**src/rtl/psb_pkg.sv**
```systemverilog
package psb_pkg;
    typedef enum logic {
        ST_IDLE   = 1'b0,
        ST_ACCESS = 1'b1
    } psb_state_e;
endpackage

```
**src/rtl/psb_sync.sv**
```systemverilog
module psb_sync #(
    parameter int             W       = 4,
    parameter logic [W-1:0]   RST_VAL = '1
) (
    input  logic         clk,
    input  logic         rst_n,
    input  logic [W-1:0] async_i,
    output logic [W-1:0] sync_o
);
    typedef struct packed {
        logic [W-1:0] meta;
        logic [W-1:0] sync;
    } sync_t;

    sync_t sd_d, sd_q;

    always_comb begin
        sd_d      = sd_q;
        sd_d.meta = async_i;
        sd_d.sync = sd_q.meta;
    end

    always_ff @(posedge clk or negedge rst_n) begin
        if (!rst_n) begin
            sd_q <= '{meta: RST_VAL, sync: RST_VAL};
        end else begin
            sd_q <= sd_d;
        end
    end

    assign sync_o = sd_q.sync;
endmodule

```
**src/rtl/psb_unit.sv**
```systemverilog
module psb_unit #(
    parameter int ADDR_W = 24,
    parameter int DATA_W = 8,
    parameter int NIB_W  = 4
) (
    input  logic              clk,
    input  logic              rst_n,
    input  logic              nib_we,
    input  logic [NIB_W-1:0]  nib,
    input  logic              inc,
    input  logic              pf_we,
    input  logic [DATA_W-1:0] pf_din,
    output logic [ADDR_W-1:0] addr_o,
    output logic [DATA_W-1:0] pf_o
);
    typedef struct packed {
        logic [ADDR_W-1:0] addr;
        logic [DATA_W-1:0] pf;
    } unit_t;

    unit_t u_d, u_q;

    always_comb begin
        u_d = u_q;
        if (nib_we) begin
            u_d.addr = {u_q.addr[ADDR_W-NIB_W-1:0], nib};
        end else if (inc) begin
            u_d.addr = u_q.addr + 1'b1;
        end
        if (pf_we) begin
            u_d.pf = pf_din;
        end
    end

    always_ff @(posedge clk or negedge rst_n) begin
        if (!rst_n) begin
            u_q <= '0;
        end else begin
            u_q <= u_d;
        end
    end

    assign addr_o = u_q.addr;
    assign pf_o   = u_q.pf;

    // a nibble enters at the low end and older nibbles move up
    a_r2_nibble_shift: assert property (@(posedge clk) disable iff (!rst_n)
        nib_we |=> (u_q.addr[NIB_W-1:0] == $past(nib)) &&
                   (u_q.addr[ADDR_W-1:NIB_W] == $past(u_q.addr[ADDR_W-NIB_W-1:0])));

    // a completed access steps the address by one, wrapping naturally
    a_r5_addr_step: assert property (@(posedge clk) disable iff (!rst_n)
        (inc && !nib_we) |=> u_q.addr == $past(u_q.addr) + 1'b1);

    // without a request for this unit its address holds
    a_r7_addr_hold: assert property (@(posedge clk) disable iff (!rst_n)
        (!inc && !nib_we) |=> $stable(u_q.addr));

    // the prefetch latch only moves on its own fetch
    a_r7_pf_hold: assert property (@(posedge clk) disable iff (!rst_n)
        !pf_we |=> $stable(u_q.pf));
endmodule

```
**src/rtl/psb_ctrl.sv**
```systemverilog
module psb_ctrl
    import psb_pkg::*;
#(
    parameter int NU     = 2,
    parameter int ADDR_W = 24,
    parameter int DATA_W = 8,
    parameter int NIB_W  = 4
) (
    input  logic                        clk,
    input  logic                        rst_n,
    input  logic                        rd_n_s,
    input  logic                        wr_n_s,
    input  logic                        amode_s,
    input  logic [NU-1:0]               sel_n_s,
    input  logic [DATA_W-1:0]           host_d_i,
    input  logic [NU-1:0][ADDR_W-1:0]   unit_addr,
    input  logic [NU-1:0][DATA_W-1:0]   unit_pf,
    input  logic [DATA_W-1:0]           mem_d_i,
    output logic [NU-1:0]               nib_we,
    output logic [NIB_W-1:0]            nib,
    output logic [NU-1:0]               inc,
    output logic [NU-1:0]               pf_we,
    output logic [DATA_W-1:0]           pf_din,
    output logic [DATA_W-1:0]           host_d_o,
    output logic [NU-1:0]               mem_ce_n,
    output logic                        mem_oe_n,
    output logic                        mem_we_n,
    output logic [ADDR_W-1:0]           mem_a,
    output logic [DATA_W-1:0]           mem_d_o
);
    localparam int NIBS   = ADDR_W / NIB_W;
    localparam int CNT_W  = $clog2(NIBS + 1);
    localparam int UIDX_W = (NU > 1) ? $clog2(NU) : 1;

    typedef struct packed {
        logic                rd_prev;
        logic                wr_prev;
        logic                amode_prev;
        logic [CNT_W-1:0]    cnt;
        psb_state_e          st;
        logic [UIDX_W-1:0]   acc_unit;
        logic                acc_rd;
        logic [NU-1:0]       ce_n;
        logic                oe_n;
        logic                we_n;
        logic [ADDR_W-1:0]   a;
        logic [DATA_W-1:0]   wd;
        logic [DATA_W-1:0]   dout;
    } ctrl_t;

    ctrl_t c_d, c_q;

    logic              hit;
    logic [UIDX_W-1:0] uidx;
    logic              rd_ev;
    logic              wr_ev;
    logic              mode_rise;

    // Select decode: lowest-numbered active select wins
    always_comb begin
        hit  = 1'b0;
        uidx = '0;
        for (int i = NU - 1; i >= 0; i--) begin
            if (!sel_n_s[i]) begin
                hit  = 1'b1;
                uidx = UIDX_W'(i);
            end
        end
    end

    assign rd_ev     = c_q.rd_prev & ~rd_n_s;
    assign wr_ev     = c_q.wr_prev & ~wr_n_s;
    assign mode_rise = ~c_q.amode_prev & amode_s;

    always_comb begin
        c_d            = c_q;
        c_d.rd_prev    = rd_n_s;
        c_d.wr_prev    = wr_n_s;
        c_d.amode_prev = amode_s;

        nib_we = '0;
        inc    = '0;
        pf_we  = '0;
        nib    = host_d_i[NIB_W-1:0];
        pf_din = mem_d_i;

        // Address-load session bookkeeping
        if (mode_rise || !hit) begin
            c_d.cnt = '0;
        end else if (amode_s && wr_ev && (c_q.cnt < CNT_W'(NIBS))) begin
            c_d.cnt      = c_q.cnt + 1'b1;
            nib_we[uidx] = 1'b1;
        end

        unique case (c_q.st)
            ST_IDLE: begin
                if (hit && !amode_s && (rd_ev || wr_ev)) begin
                    c_d.st             = ST_ACCESS;
                    c_d.acc_unit       = uidx;
                    c_d.acc_rd         = rd_ev;
                    c_d.ce_n           = '1;
                    c_d.ce_n[uidx]     = 1'b0;
                    c_d.oe_n           = ~rd_ev;
                    c_d.we_n           = rd_ev;
                    c_d.a              = unit_addr[uidx];
                    c_d.wd             = host_d_i;
                    if (rd_ev) begin
                        c_d.dout = unit_pf[uidx];
                    end
                end
            end
            ST_ACCESS: begin
                inc[c_q.acc_unit]   = 1'b1;
                pf_we[c_q.acc_unit] = c_q.acc_rd;
                c_d.st              = ST_IDLE;
                c_d.ce_n            = '1;
                c_d.oe_n            = 1'b1;
                c_d.we_n            = 1'b1;
            end
            default: c_d.st = ST_IDLE;
        endcase
    end

    always_ff @(posedge clk or negedge rst_n) begin
        if (!rst_n) begin
            c_q            <= '0;
            c_q.rd_prev    <= 1'b1;
            c_q.wr_prev    <= 1'b1;
            c_q.amode_prev <= 1'b0;
            c_q.st         <= ST_IDLE;
            c_q.ce_n       <= '1;
            c_q.oe_n       <= 1'b1;
            c_q.we_n       <= 1'b1;
        end else begin
            c_q <= c_d;
        end
    end

    assign host_d_o = c_q.dout;
    assign mem_ce_n = c_q.ce_n;
    assign mem_oe_n = c_q.oe_n;
    assign mem_we_n = c_q.we_n;
    assign mem_a    = c_q.a;
    assign mem_d_o  = c_q.wd;

    // never more than one bank enabled
    a_r4_ce_onehot: assert property (@(posedge clk) disable iff (!rst_n)
        $onehot0(~c_q.ce_n));

    // read and write enables never overlap
    a_r4_oe_we_excl: assert property (@(posedge clk) disable iff (!rst_n)
        !(!c_q.oe_n && !c_q.we_n));

    // a write pulse lasts one clock
    a_r4_we_one_clock: assert property (@(posedge clk) disable iff (!rst_n)
        !c_q.we_n |=> c_q.we_n);

    // a read pulse lasts one clock
    a_r10_oe_one_clock: assert property (@(posedge clk) disable iff (!rst_n)
        !c_q.oe_n |=> c_q.oe_n);

    // the nibble count never passes one full address
    a_r3_cnt_bound: assert property (@(posedge clk) disable iff (!rst_n)
        c_q.cnt <= CNT_W'(NIBS));

    // idle with nothing selected keeps every bank disabled
    a_r8_desel_quiet: assert property (@(posedge clk) disable iff (!rst_n)
        (c_q.st == ST_IDLE && !hit) |=> c_q.ce_n == '1);

    // host read data changes only after a read strobe edge
    a_r6_dout_on_read: assert property (@(posedge clk) disable iff (!rst_n)
        (c_q.dout != $past(c_q.dout)) |-> $past(rd_ev));
endmodule

```
**src/rtl/psram_nibble_bridge.sv**
```systemverilog
module psram_nibble_bridge #(
    parameter int NUM_UNITS = 2,
    parameter int ADDR_W    = 24,
    parameter int DATA_W    = 8,
    parameter int NIB_W     = 4
) (
    input  logic                  clk,
    input  logic                  rst_n,
    input  logic [DATA_W-1:0]     host_d_i,
    output logic [DATA_W-1:0]     host_d_o,
    input  logic                  host_rd_n,
    input  logic                  host_wr_n,
    input  logic                  host_amode,
    input  logic [NUM_UNITS-1:0]  host_sel_n,
    output logic [NUM_UNITS-1:0]  mem_ce_n,
    output logic                  mem_oe_n,
    output logic                  mem_we_n,
    output logic [ADDR_W-1:0]     mem_a,
    output logic [DATA_W-1:0]     mem_d_o,
    input  logic [DATA_W-1:0]     mem_d_i
);
    localparam int SW = NUM_UNITS + 3;
    localparam logic [SW-1:0] SYNC_RST = {{NUM_UNITS{1'b1}}, 1'b0, 1'b1, 1'b1};

    logic [SW-1:0]                   sync_s;
    logic                            rd_n_s;
    logic                            wr_n_s;
    logic                            amode_s;
    logic [NUM_UNITS-1:0]            sel_n_s;
    logic [NUM_UNITS-1:0]            nib_we;
    logic [NIB_W-1:0]                nib;
    logic [NUM_UNITS-1:0]            inc;
    logic [NUM_UNITS-1:0]            pf_we;
    logic [DATA_W-1:0]               pf_din;
    logic [NUM_UNITS-1:0][ADDR_W-1:0] unit_addr;
    logic [NUM_UNITS-1:0][DATA_W-1:0] unit_pf;

    psb_sync #(
        .W       (SW),
        .RST_VAL (SYNC_RST)
    ) u_sync (
        .clk     (clk),
        .rst_n   (rst_n),
        .async_i ({host_sel_n, host_amode, host_wr_n, host_rd_n}),
        .sync_o  (sync_s)
    );

    assign rd_n_s  = sync_s[0];
    assign wr_n_s  = sync_s[1];
    assign amode_s = sync_s[2];
    assign sel_n_s = sync_s[SW-1:3];

    psb_ctrl #(
        .NU     (NUM_UNITS),
        .ADDR_W (ADDR_W),
        .DATA_W (DATA_W),
        .NIB_W  (NIB_W)
    ) u_ctrl (
        .clk       (clk),
        .rst_n     (rst_n),
        .rd_n_s    (rd_n_s),
        .wr_n_s    (wr_n_s),
        .amode_s   (amode_s),
        .sel_n_s   (sel_n_s),
        .host_d_i  (host_d_i),
        .unit_addr (unit_addr),
        .unit_pf   (unit_pf),
        .mem_d_i   (mem_d_i),
        .nib_we    (nib_we),
        .nib       (nib),
        .inc       (inc),
        .pf_we     (pf_we),
        .pf_din    (pf_din),
        .host_d_o  (host_d_o),
        .mem_ce_n  (mem_ce_n),
        .mem_oe_n  (mem_oe_n),
        .mem_we_n  (mem_we_n),
        .mem_a     (mem_a),
        .mem_d_o   (mem_d_o)
    );

    for (genvar g = 0; g < NUM_UNITS; g++) begin : g_unit
        psb_unit #(
            .ADDR_W (ADDR_W),
            .DATA_W (DATA_W),
            .NIB_W  (NIB_W)
        ) u_unit (
            .clk    (clk),
            .rst_n  (rst_n),
            .nib_we (nib_we[g]),
            .nib    (nib),
            .inc    (inc[g]),
            .pf_we  (pf_we[g]),
            .pf_din (pf_din),
            .addr_o (unit_addr[g]),
            .pf_o   (unit_pf[g])
        );
    end
endmodule

```
**config.mk**
```make
export PLATFORM = sky130hd
export DESIGN_NAME = psram_nibble_bridge
export DESIGN_NICKNAME = d
export VERILOG_FILES = /design/src/rtl/psb_pkg.sv /design/src/rtl/psb_sync.sv /design/src/rtl/psb_unit.sv /design/src/rtl/psb_ctrl.sv /design/src/rtl/psram_nibble_bridge.sv
export SDC_FILE = /design/constraint.sdc
export NUM_CORES = 1
export LEC_CHECK = 0
export BUFFER_PORTS_ARGS = -buffer_cell sky130_fd_sc_hd__buf_2
export CAP_MARGIN = 20
export CORE_MARGIN = 5
export CORE_UTILIZATION = 35
export CTS_CLUSTER_DIAMETER = 50
export CTS_CLUSTER_SIZE = 14
export DETAILED_ROUTE_END_ITERATION = 6
export GPL_ROUTABILITY_DRIVEN = 1
export GPL_TIMING_DRIVEN = 0
export SLEW_MARGIN = 0
export SYNTH_ARGS = -nofsm -noshare
export SYNTH_HDL_FRONTEND = slang
export SYNTH_HIERARCHICAL = 1
export SYNTH_SLANG_ARGS = --single-unit
```
**constraint.sdc**
```tcl
create_clock -name clk -period 3.1 [get_ports clk]
set_input_delay 0 -clock clk [delete_from_list [all_inputs] [get_ports clk]]
set_output_delay 0 -clock clk [all_outputs]
set_load 0.02 [all_outputs]
```
==> results of run 1 <==
==> cells in the mapped netlist, drive strengths merged (9+ instances only) <==
cell type	n	area share
clkbuf	14	0.0079
xnor2	18	0.024
a21oi	10	0.0092
xor2	12	0.016
mux2	89	0.16
nand3	9	0.0068
o21ai	39	0.029
nand4	20	0.023
nand2	64	0.036
buf	72	0.084
dfrtp	113	0.43
nor2	20	0.012
nor4	12	0.011
dfstp	14	0.055
o31ai	9	0.010
==> power by group through the flow <==
stage | Clock [mW] | Combinational [mW] | Sequential (mW)
2_1_floorplan | 0 | 1.45 | 2.54
3_3_place_gp | 0 | 1.85 | 2.67
3_5_place_dp | 0 | 1.89 | 2.71
4_1_cts | 2.18 | 1.93 | 2.69
5_1_grt | 2.26 | 2.07 | 2.76
6_report | 2.13 | 1.90 | 2.69
==> per-layer routing <==
| metal | share of wire | up-vias | GRT usage |
|---|---|---|---|
| li1 | - | 2292 | - |
| met1 | 0.46 | 2382 | 0.183 |
| met2 | 0.47 | 139 | 0.230 |
| met3 | 0.056 | 17 | 0.0411 |
| met4 | 0.013 | 0 | 0.0476 |
| met5 | 0 | - | 0 |
==> worst max-delay path, stage by stage (launching register included) <==
cell and delay [ns]:
dfstp_2 0.56, nor2b_1 0.12, buf_2 0.25, buf_2 0.30, and4_1 0.29, clkbuf_1 0.35
clkbuf_1 0.42, nand2_1 0.10, o21ai_0 0.13
==> registers in the layout (all words and copies together), names as in the netlist <==
name and cells:
u_ctrl/c_q 9, u_ctrl/mem_oe_n 1, u_ctrl/mem_we_n 1, u_sync/sd_d 5, u_ctrl/host_d_o 8, g_unit.u_unit/pf_o 16
u_ctrl/mem_d_o 8, u_ctrl/mem_ce_n 2, u_ctrl/mem_a 24, g_unit.u_unit/addr_o 48, u_sync/sync_o 5
==> per-stage QoR <==
| stage | setup slack (ns) | hold WS, ns |
|---|---|---|
| 5_1_grt | 0.204 | 0.0653 |
| 2_1_floorplan | 0.996 | -0.296 |
| 4_1_cts | 0.181 | 0.0450 |
| 3_5_place_dp | 0.210 | -0.0751 |
| 3_3_place_gp | 0.232 | 0.105 |
| 6_report | 0.458 | 0.0427 |
==> cell type report <==
class,instances,share of cell area
inverter,2,0.000921
buffer,86,0.0754
clock inverter,10,0.0132
multi-input combinational,383,0.348
timing repair buffer,81,0.0668
clock buffer,22,0.0676
tap,234,0.0359
sequential,127,0.392
==> kinds of logic (layout without fill, tap and decap cells) <==
logic type	Yosys count	in the layout	share of synthesized area
compound gates	77	77	0.0715
xor+xnor	30	30	0.0395
fa+ha+maj	3	3	0.00565
buf+inv	88	201	0.0935
flops	127	127	0.481
mux	94	94	0.164
simple gates	179	179	0.145
==> repair_timing <==
action,CTS,global route
endpoints found under the hold margin,150,0
resized for setup,0,1
setup endpoints to repair,0,2
hold buffers,22,0
==> worst paths after layout <==
kind	start	to	depth (start not counted)
worst max register to register	u_sync/sync_o[3]	g_unit[1].u_unit/addr_o[1]	8
worst min-delay path	rst_n	u_ctrl/mem_a[20]	2
max in group asynchronous	rst_n	u_ctrl/c_q[52]	3
worst max-delay path	u_sync/sync_o[3]	g_unit[1].u_unit/addr_o[1]	8
min in group clk	host_amode	u_sync/sd_d[2]	2
worst min register to register	u_sync/sd_d[0]	u_sync/sync_o[0]	0
==> out/qor.yml, run 1 <==
p_leak_nw: 3.45
fin_nets: 724
ir_worst_vdd_mv: 0.518
p_comb_frac: 0.283
numCtsBuffers: 17
yosys_warnings: 6
die_x_um: 148
ys_seq_elements: 127
synth-edff-count: 0
grtUsageTotal: 0.142
async_reset_ff_frac: 1.00
io-pin-count: 67
clockPowerShare: 0.317
coreArea_um2: 18700
drv_slew: 0
clkSinkCount: 127
drc: 0
worstSetupPathType: "flop to flop"
mostFrequentLayoutCell: "dfrtp_1"
placed_cell_area_um2: 7270
die-area_um2: 21900
multi_input_area_um2: 2840
die_y_um: 148
antenna_found_initial: 0
synth_nets: 624
final_util: 0.436
skew_ns: 0.0106
htree_levels: 4
fp-row-count: 50
stdcell_count: 945
grt_pass1_vias: 4942
endpoint_kind: "flop"
syn-instance-count: 598
wire_per_inst_um: 15.9
syn_area_per_cell_um2: 11.1
postCtsSetupBuffers: 0
cts_tree: "yes"
drt-initial-drc-count: 351
setup_viol: 0
grt_remaining_overflow: 0
fin_tns_setup_ns: 0
final_cell_mix: "113 x dfrtp_1, 79 x mux2_2, 65 x buf_2"
drt-total-wl_mm: 15.1
vias: 4830
drt_pass1_iterations: 5
period_minus_slack_ns: 2.64
p_sw_frac: 0.321
root_buffer: "clkbuf_16"
startpoint_type: "flop"
grt_max_degree: 92
seq_power_share: 0.400
cp_max_fo: 10
place_inst: 891
seq_area_um2: 3200
viasPerCell: 5.11
drtAntennaViolNets: 0
initial_utilization: 0.355
finalHoldViolCount: 0
fillerInstances: 1734
portBuffers: 58
status: "finished clean"
cap_violations: 0
grt_pass1_wl_mm: 24.9
fin_area_um2: 8150
clockBufferDepth: 2
syn_to_final_growth_pct: 22.6
critPathArrivalTime_ns: 2.96
ys_seq_area_frac: 0.481
power_density_nw_per_um2: 825
ff2ff_setup_slack_ns: 0.46
dp_hpwl_mm: 10.6
yosysUniqueCellTypes: 47
worstPathRequired_ns: 3.42
clkTransAtPathRegs_ns: 0.06
clock_latency_ns: 0.42
p_int_mw: 4.56
hp-class: "input port to asynchronous set/reset pin"
grt_setup_unrepaired: "no"
slew_headroom: 0.458
drive_gt1_frac: 0.390
max_freq_ghz: 0.378
worst-slew-pin-transition_ns: 0.806
netSwitchingPower_mw: 2.16
total_power_mw: 6.72
period_share: 0.852
synth-main-ff-cell: "dfrtp_1"
synth.cell_area_um2: 6650
gp_congestion: 0.852
diodes: 0
Power figures use the tool's default switching activity.
==> inputs of run 2 (changes only) <==
Settings changed: PLACE_DENSITY from default to 0.57.
==> run 2 against run 1 <==
  * Largest power group unchanged
  * Wire length hardly changed
  * Clock power is 8% lower
  * Highest routed layer unchanged
  * Via count is 1.4% lower
==> out/qor.yml, run 2 (synthesis results as in run 1) <==
status: "finished clean"  # unchanged
p_leak_nw: 3.40  # was 3.45 nW
grt_max_degree: 74  # was 92
post_cts_resize_count: 0  # unchanged
rr_startpoint: "u_sync/sync_o[4]"  # was u_sync/sync_o[3]
finalHoldViolCount: 0  # unchanged
startpoint_type: "flop"  # unchanged
path_cells: "nor2b_1 > buf_2 > buf_2 > nor3b_1 > clkbuf_1 > clkbuf_1 > o21ai_0"  # was nor2b_1 > buf_2 > buf_2 > and4_1 > clkbuf_1 > clkbuf_1 > nand2_1 > o21ai_0
largest_register_ffs: 48  # unchanged
portBuffers: 58  # unchanged
place_inst: 891  # unchanged
ff2ff_setup_slack_ns: 0.28  # was 0.46 ns
cap_violations: 0  # unchanged
fp-row-count: 50  # unchanged
power_density_nw_per_um2: 810  # was 825 nW/µm²
cp_max_fo: 10  # unchanged
p_sw_frac: 0.321  # about the same
die_y_um: 148  # unchanged
period_share: 0.910  # was 0.852
drive_gt1_frac: 0.384  # was 0.390
grtUsageTotal: 0.142  # about the same
initial_utilization: 0.355  # unchanged
placed_cell_area_um2: 7270  # unchanged
drt-total-wl_mm: 15.1  # about the same
final_util: 0.432  # was 0.436
worst-slew-pin-transition_ns: 0.762  # was 0.806 ns
stdcell_count: 945  # unchanged
drv_slew: 0  # unchanged
endpoint_kind: "flop"  # unchanged
grt_setup_unrepaired: "no"  # unchanged
viasPerCell: 5.04  # was 5.11
cts_tree: "yes"  # unchanged
rr_worst_depth: 7  # was 8
grt_pass1_wl_mm: 25.1  # was 24.9 mm
critPathArrivalTime_ns: 3.10  # was 2.96 ns
dp_hpwl_mm: 10.9  # was 10.6 mm
grt_pass1_vias: 4914  # was 4942
vias: 4763  # was 4830
ir_worst_vdd_mv: 0.495  # was 0.518 mV
clock_latency_ns: 0.42  # about the same
fin_tns_setup_ns: 0  # unchanged
drt_pass1_iterations: 4  # was 5
skew_ns: 0.0100  # was 0.0106 ns
clockPowerShare: 0.300  # was 0.317
dp_slack_ns: 0.291  # was 0.210 ns
gp_congestion: 0.855  # was 0.852
multi_input_area_um2: 2830  # was 2840 µm²
io-pin-count: 67  # unchanged
syn_to_final_growth_pct: 21.5  # was 22.6%
hp-class: "input port to asynchronous set/reset pin"  # unchanged
mostFrequentLayoutCell: "dfrtp_1"  # unchanged
grt_remaining_overflow: 0  # unchanged
worstSetupPathType: "flop to flop"  # unchanged
drc: 0  # unchanged
seq_area_um2: 3200  # unchanged
drt-initial-drc-count: 236  # was 351
fin_area_um2: 8080  # was 8150 µm²
die-area_um2: 21900  # unchanged
htree_levels: 4  # unchanged
numCtsBuffers: 17  # unchanged
clkSinkCount: 127  # unchanged
timing.rr.end: "g_unit[0].u_unit/addr_o[12]"  # was g_unit[1].u_unit/addr_o[1]
coreArea_um2: 18700  # unchanged
slowest_stage: "nor3b_1"  # was dfstp_2
cp-startpoint: "u_sync/sync_o[4]"  # was u_sync/sync_o[3]
period_minus_slack_ns: 2.82  # was 2.64 ns
worstPathRequired_ns: 3.38  # was 3.42 ns
p_comb_frac: 0.288  # was 0.283
setup_slack_ns: 0.279  # was 0.458 ns
die_x_um: 148  # unchanged
drtAntennaViolNets: 0  # unchanged
clockBufferDepth: 2  # unchanged
wire_per_inst_um: 15.9  # about the same
clkTransAtPathRegs_ns: 0.06  # about the same
p_int_mw: 4.44  # was 4.56 mW
root_buffer: "clkbuf_16"  # unchanged
netSwitchingPower_mw: 2.10  # was 2.16 mW
fillerInstances: 1713  # was 1734
holdWs_ns: 0.0957  # was 0.0427 ns
max_freq_ghz: 0.354  # was 0.378 GHz
fin_nets: 724  # unchanged
cp_slowest_stage_delay_ns: 0.66  # was 0.56 ns
setup_viol: 0  # unchanged
slew_headroom: 0.491  # was 0.458
antenna_found_initial: 0  # unchanged
total_power_mw: 6.55  # was 6.72 mW
seq_power_share: 0.411  # was 0.400
final_cell_mix: "113 x dfrtp_1, 79 x mux2_2, 65 x buf_2"  # unchanged
diodes: 0  # unchanged
run 2: cell count changes in the layout (fill, tap and decap cells not counted):
cell / before / now
clkbuf_1: 14 / 17
clkbuf_16: 22 / 19
clkinv_2: 1 / 3
nor3b_1: 0 / 1
clkinvlp_4: 0 / 3
inv_8: 1 / 0
clkinv_4: 5 / 0
inv_6: 2 / 1
nor3b_2: 1 / 0
clkbuf_8: 0 / 2
run 2: area by class of cell:
| cell class | instances | share of cell area |
|---|---|---|
| flip-flops and latches | 127 | 0.396 |
| multi-input cells | 383 | 0.351 |
| plain buffers | 86 | 0.0761 |
| repair buffers | 81 | 0.0674 |
| clock buffers | 24 | 0.0637 |
| well taps | 234 | 0.0363 |
| clock inverters | 8 | 0.00945 |
| inverters | 2 | 0.000930 |
run 2: per-layer routing:
layer	GRT usage	up-vias	wire [µm]
met5	0	-	0
met1	0.190	2340	6940
met2	0.225	120	7140
met3	0.0328	19	780
li1	-	2284	-
met4	0.0568	0	204
run 2: critical path, delay by kind of cell, from the launching register on:
family / cells / cell delay [ns]
AOI/OAI and AO/OA: 1 / 0.16
and+or+nand+nor: 2 / 0.71
buffers and inverters: 4 / 1.24
DFF: 1 / 0.56
run 2: power by group through the flow:
stage	sequential, mW	clock, mW	combinational [mW]
2_1_floorplan	2.54	0	1.45
3_3_place_gp	2.68	0	1.84
3_5_place_dp	2.71	0	1.89
4_1_cts	2.69	2.01	1.92
5_1_grt	2.77	2.08	2.06
6_report	2.69	1.97	1.89
run 2: how the worst max path moves through the flow:
stage | to | slack (ns)
global route | g_unit[0].u_unit/addr_o[12] | 0.11
detailed placement | g_unit[0].u_unit/addr_o[12] | 0.29
global placement | g_unit[0].u_unit/addr_o[10] | 0.33
finish | g_unit[0].u_unit/addr_o[12] | 0.28
CTS | g_unit[0].u_unit/addr_o[12] | 0.26
floorplan | g_unit[0].u_unit/addr_o[19] | 1.0
run 2: what timing repair did:
item,CTS,global route
buffers inserted,0,0
hold buffers,22,0
endpoints found under the hold margin,91,0
==> inputs of run 3 (changes only) <==
Settings changed: CORE_UTILIZATION 35 to 64, MAX_ROUTING_LAYER from default to met4, PLACE_DENSITY 0.57 to 0.91.
==> run 3 against run 2 <==
  * Final cell count fell by 10%
  * Combinational power rose by 2%
  * Via count rose by 4.5%
  * Critical endpoint is now g_unit[0].u_unit/addr_o[16]
  * Largest cell class unchanged
==> out/qor.yml, run 3 (synthesis results as in run 1) <==
status: "finished clean"  # unchanged
grt_pass1_wl_mm: 27.0  # was 25.1 mm
worst-slew-pin-transition_ns: 0.742  # was 0.762 ns
clock_latency_ns: 0.53  # was 0.42 ns
timing.rr.end: "g_unit[0].u_unit/addr_o[16]"  # was g_unit[0].u_unit/addr_o[12]
post_cts_resize_count: 0  # unchanged
largest_register_ffs: 48  # unchanged
place_inst: 793  # was 891
fin_nets: 725  # was 724
cp_max_fo: 10  # unchanged
clkSinkCount: 127  # unchanged
grtUsageTotal: 0.278  # was 0.142
drive_gt1_frac: 0.388  # was 0.384
initial_utilization: 0.650  # was 0.355
diodes: 0  # unchanged
cts_tree: "yes"  # unchanged
clockBufferDepth: 2  # unchanged
skew_ns: 0.00978  # was 0.0100 ns
drt-total-wl_mm: 15.9  # was 15.1 mm
antenna_found_initial: 0  # unchanged
power_density_nw_per_um2: 846  # was 810 nW/µm²
ir_worst_vdd_mv: 0.672  # was 0.495 mV
root_buffer: "clkbuf_8"  # was clkbuf_16
drc: 0  # unchanged
drt-initial-drc-count: 411  # was 236
drtAntennaViolNets: 0  # unchanged
worstSetupPathType: "flop to flop"  # unchanged
viasPerCell: 5.87  # was 5.04
numCtsBuffers: 17  # unchanged
vias: 4977  # was 4763
grt_setup_unrepaired: "no"  # unchanged
grt_pass1_vias: 5267  # was 4914
io-pin-count: 67  # unchanged
setup_viol: 0  # unchanged
stdcell_count: 848  # was 945
coreArea_um2: 10200  # was 18700 µm²
critPathArrivalTime_ns: 3.23  # was 3.10 ns
drt_pass1_iterations: 7  # was 4
die-area_um2: 12500  # was 21900 µm²
endpoint_kind: "flop"  # unchanged
fillerInstances: 607  # was 1713
die_x_um: 112  # was 148 µm
period_share: 0.908  # was 0.910
htree_levels: 4  # unchanged
portBuffers: 58  # unchanged
fin_tns_setup_ns: 0  # unchanged
cap_violations: 0  # unchanged
slew_headroom: 0.504  # was 0.491
finalHoldViolCount: 0  # unchanged
fp-row-count: 37  # was 50
dp_hpwl_mm: 10.4  # was 10.9 mm
final_cell_mix: "113 x dfrtp_1, 79 x mux2_2, 65 x buf_2"  # unchanged
mostFrequentLayoutCell: "dfrtp_1"  # unchanged
clkTransAtPathRegs_ns: 0.06  # about the same
rr_startpoint: "u_sync/sync_o[4]"  # unchanged
drv_slew: 0  # unchanged
ff2ff_setup_slack_ns: 0.29  # was 0.28 ns
p_leak_nw: 3.44  # was 3.40 nW
syn_to_final_growth_pct: 20.5  # was 21.5%
period_minus_slack_ns: 2.81  # was 2.82 ns
grt_max_degree: 98  # was 74
die_y_um: 112  # was 148 µm
hp-class: "input port to asynchronous set/reset pin"  # unchanged
max_freq_ghz: 0.355  # was 0.354 GHz
rr_worst_depth: 8  # was 7
worstPathRequired_ns: 3.51  # was 3.38 ns
wire_per_inst_um: 18.8  # was 15.9 µm
startpoint_type: "flop"  # unchanged
gp_congestion: 0.914  # was 0.855
grt_remaining_overflow: 0  # unchanged
[run 3: cell types whose count changed in the layout (fill, tap and decap cells not counted)]
cell and change:
clkinv_4 +2, inv_4 +2, clkinv_2 -3, clkbuf_1 -3, dlygate4sd3_1 +1, inv_6 +4
bufinv_16 +1, clkinvlp_4 -3
[run 3: metrics by stage]
stage	worst slack, ns	total power [mW]	hold slack, ns	instance area [µm²]	utilization
2_1_floorplan	0.996	3.99	-0.296	6650	-
4_1_cts	0.333	6.77	0.0712	8010	0.783
3_5_place_dp	0.332	4.60	-0.105	7140	0.698
3_3_place_gp	0.392	4.47	0.105	7110	0.695
6_report	0.286	6.78	0.0856	8010	0.783
5_1_grt	0.105	7.11	0.0976	8010	0.783
[run 3: layout make-up]
type	count	area [µm²]	area share
well taps	136	170	0.0212
clock buffers	21	503	0.0628
flip-flops and latches	127	3200	0.399
plain buffers	86	614	0.0767
clock inverters	11	134	0.0167
inverters	2	7.51	0.000937
repair buffers	82	554	0.0692
multi-input cells	383	2830	0.353
[run 3: worst max-delay path: stages (launching register included)]
cell and delay (ns):
dfstp_2 0.56, nor2b_1 0.05, buf_2 0.19, buf_2 0.23
nor3b_1 0.64, clkbuf_1 0.41, clkbuf_1 0.39, nand2_1 0.09
o21ai_0 0.13
[run 3: power breakdown]
group / internal [mW] / total, mW / switching [mW]
sequential: 2.18 / 2.73 / 0.545
clock: 1.33 / 2.11 / 0.787
combinational: 1.03 / 1.93 / 0.907
[run 3: routing by layer]
layer | vias to the layer above | wire length, µm | track usage
li1 | 2285 | - | -
met1 | 2471 | 6340 | 0.334
met2 | 178 | 8270 | 0.463
met3 | 43 | 882 | 0.0582
met4 | 0 | 412 | 0.101
met5 | - | 0 | -
[run 3: worst max path at each step]
| stage | from | end | slack (ns) | depth (start not counted) |
|---|---|---|---|---|
| after floorplan | u_ctrl/c_q[46] | g_unit[0].u_unit/addr_o[19] | 1.0 | 8 |
| after global placement | u_sync/sync_o[4] | g_unit[0].u_unit/addr_o[11] | 0.39 | 7 |
| after detailed placement | u_ctrl/c_q[51] | g_unit[0].u_unit/addr_o[5] | 0.33 | 7 |
| after CTS | u_ctrl/c_q[51] | g_unit[0].u_unit/addr_o[5] | 0.33 | 7 |
| after global routing | u_ctrl/c_q[51] | g_unit[0].u_unit/addr_o[5] | 0.11 | 7 |
| final | u_sync/sync_o[4] | g_unit[0].u_unit/addr_o[16] | 0.29 | 8 |
[run 3: timing repair]
| item | 4_1_cts | 5_1_grt |
|---|---|---|
| hold endpoints to repair | 164 | 0 |
| hold buffers | 23 | 0 |
| buffers inserted | 0 | 0 |
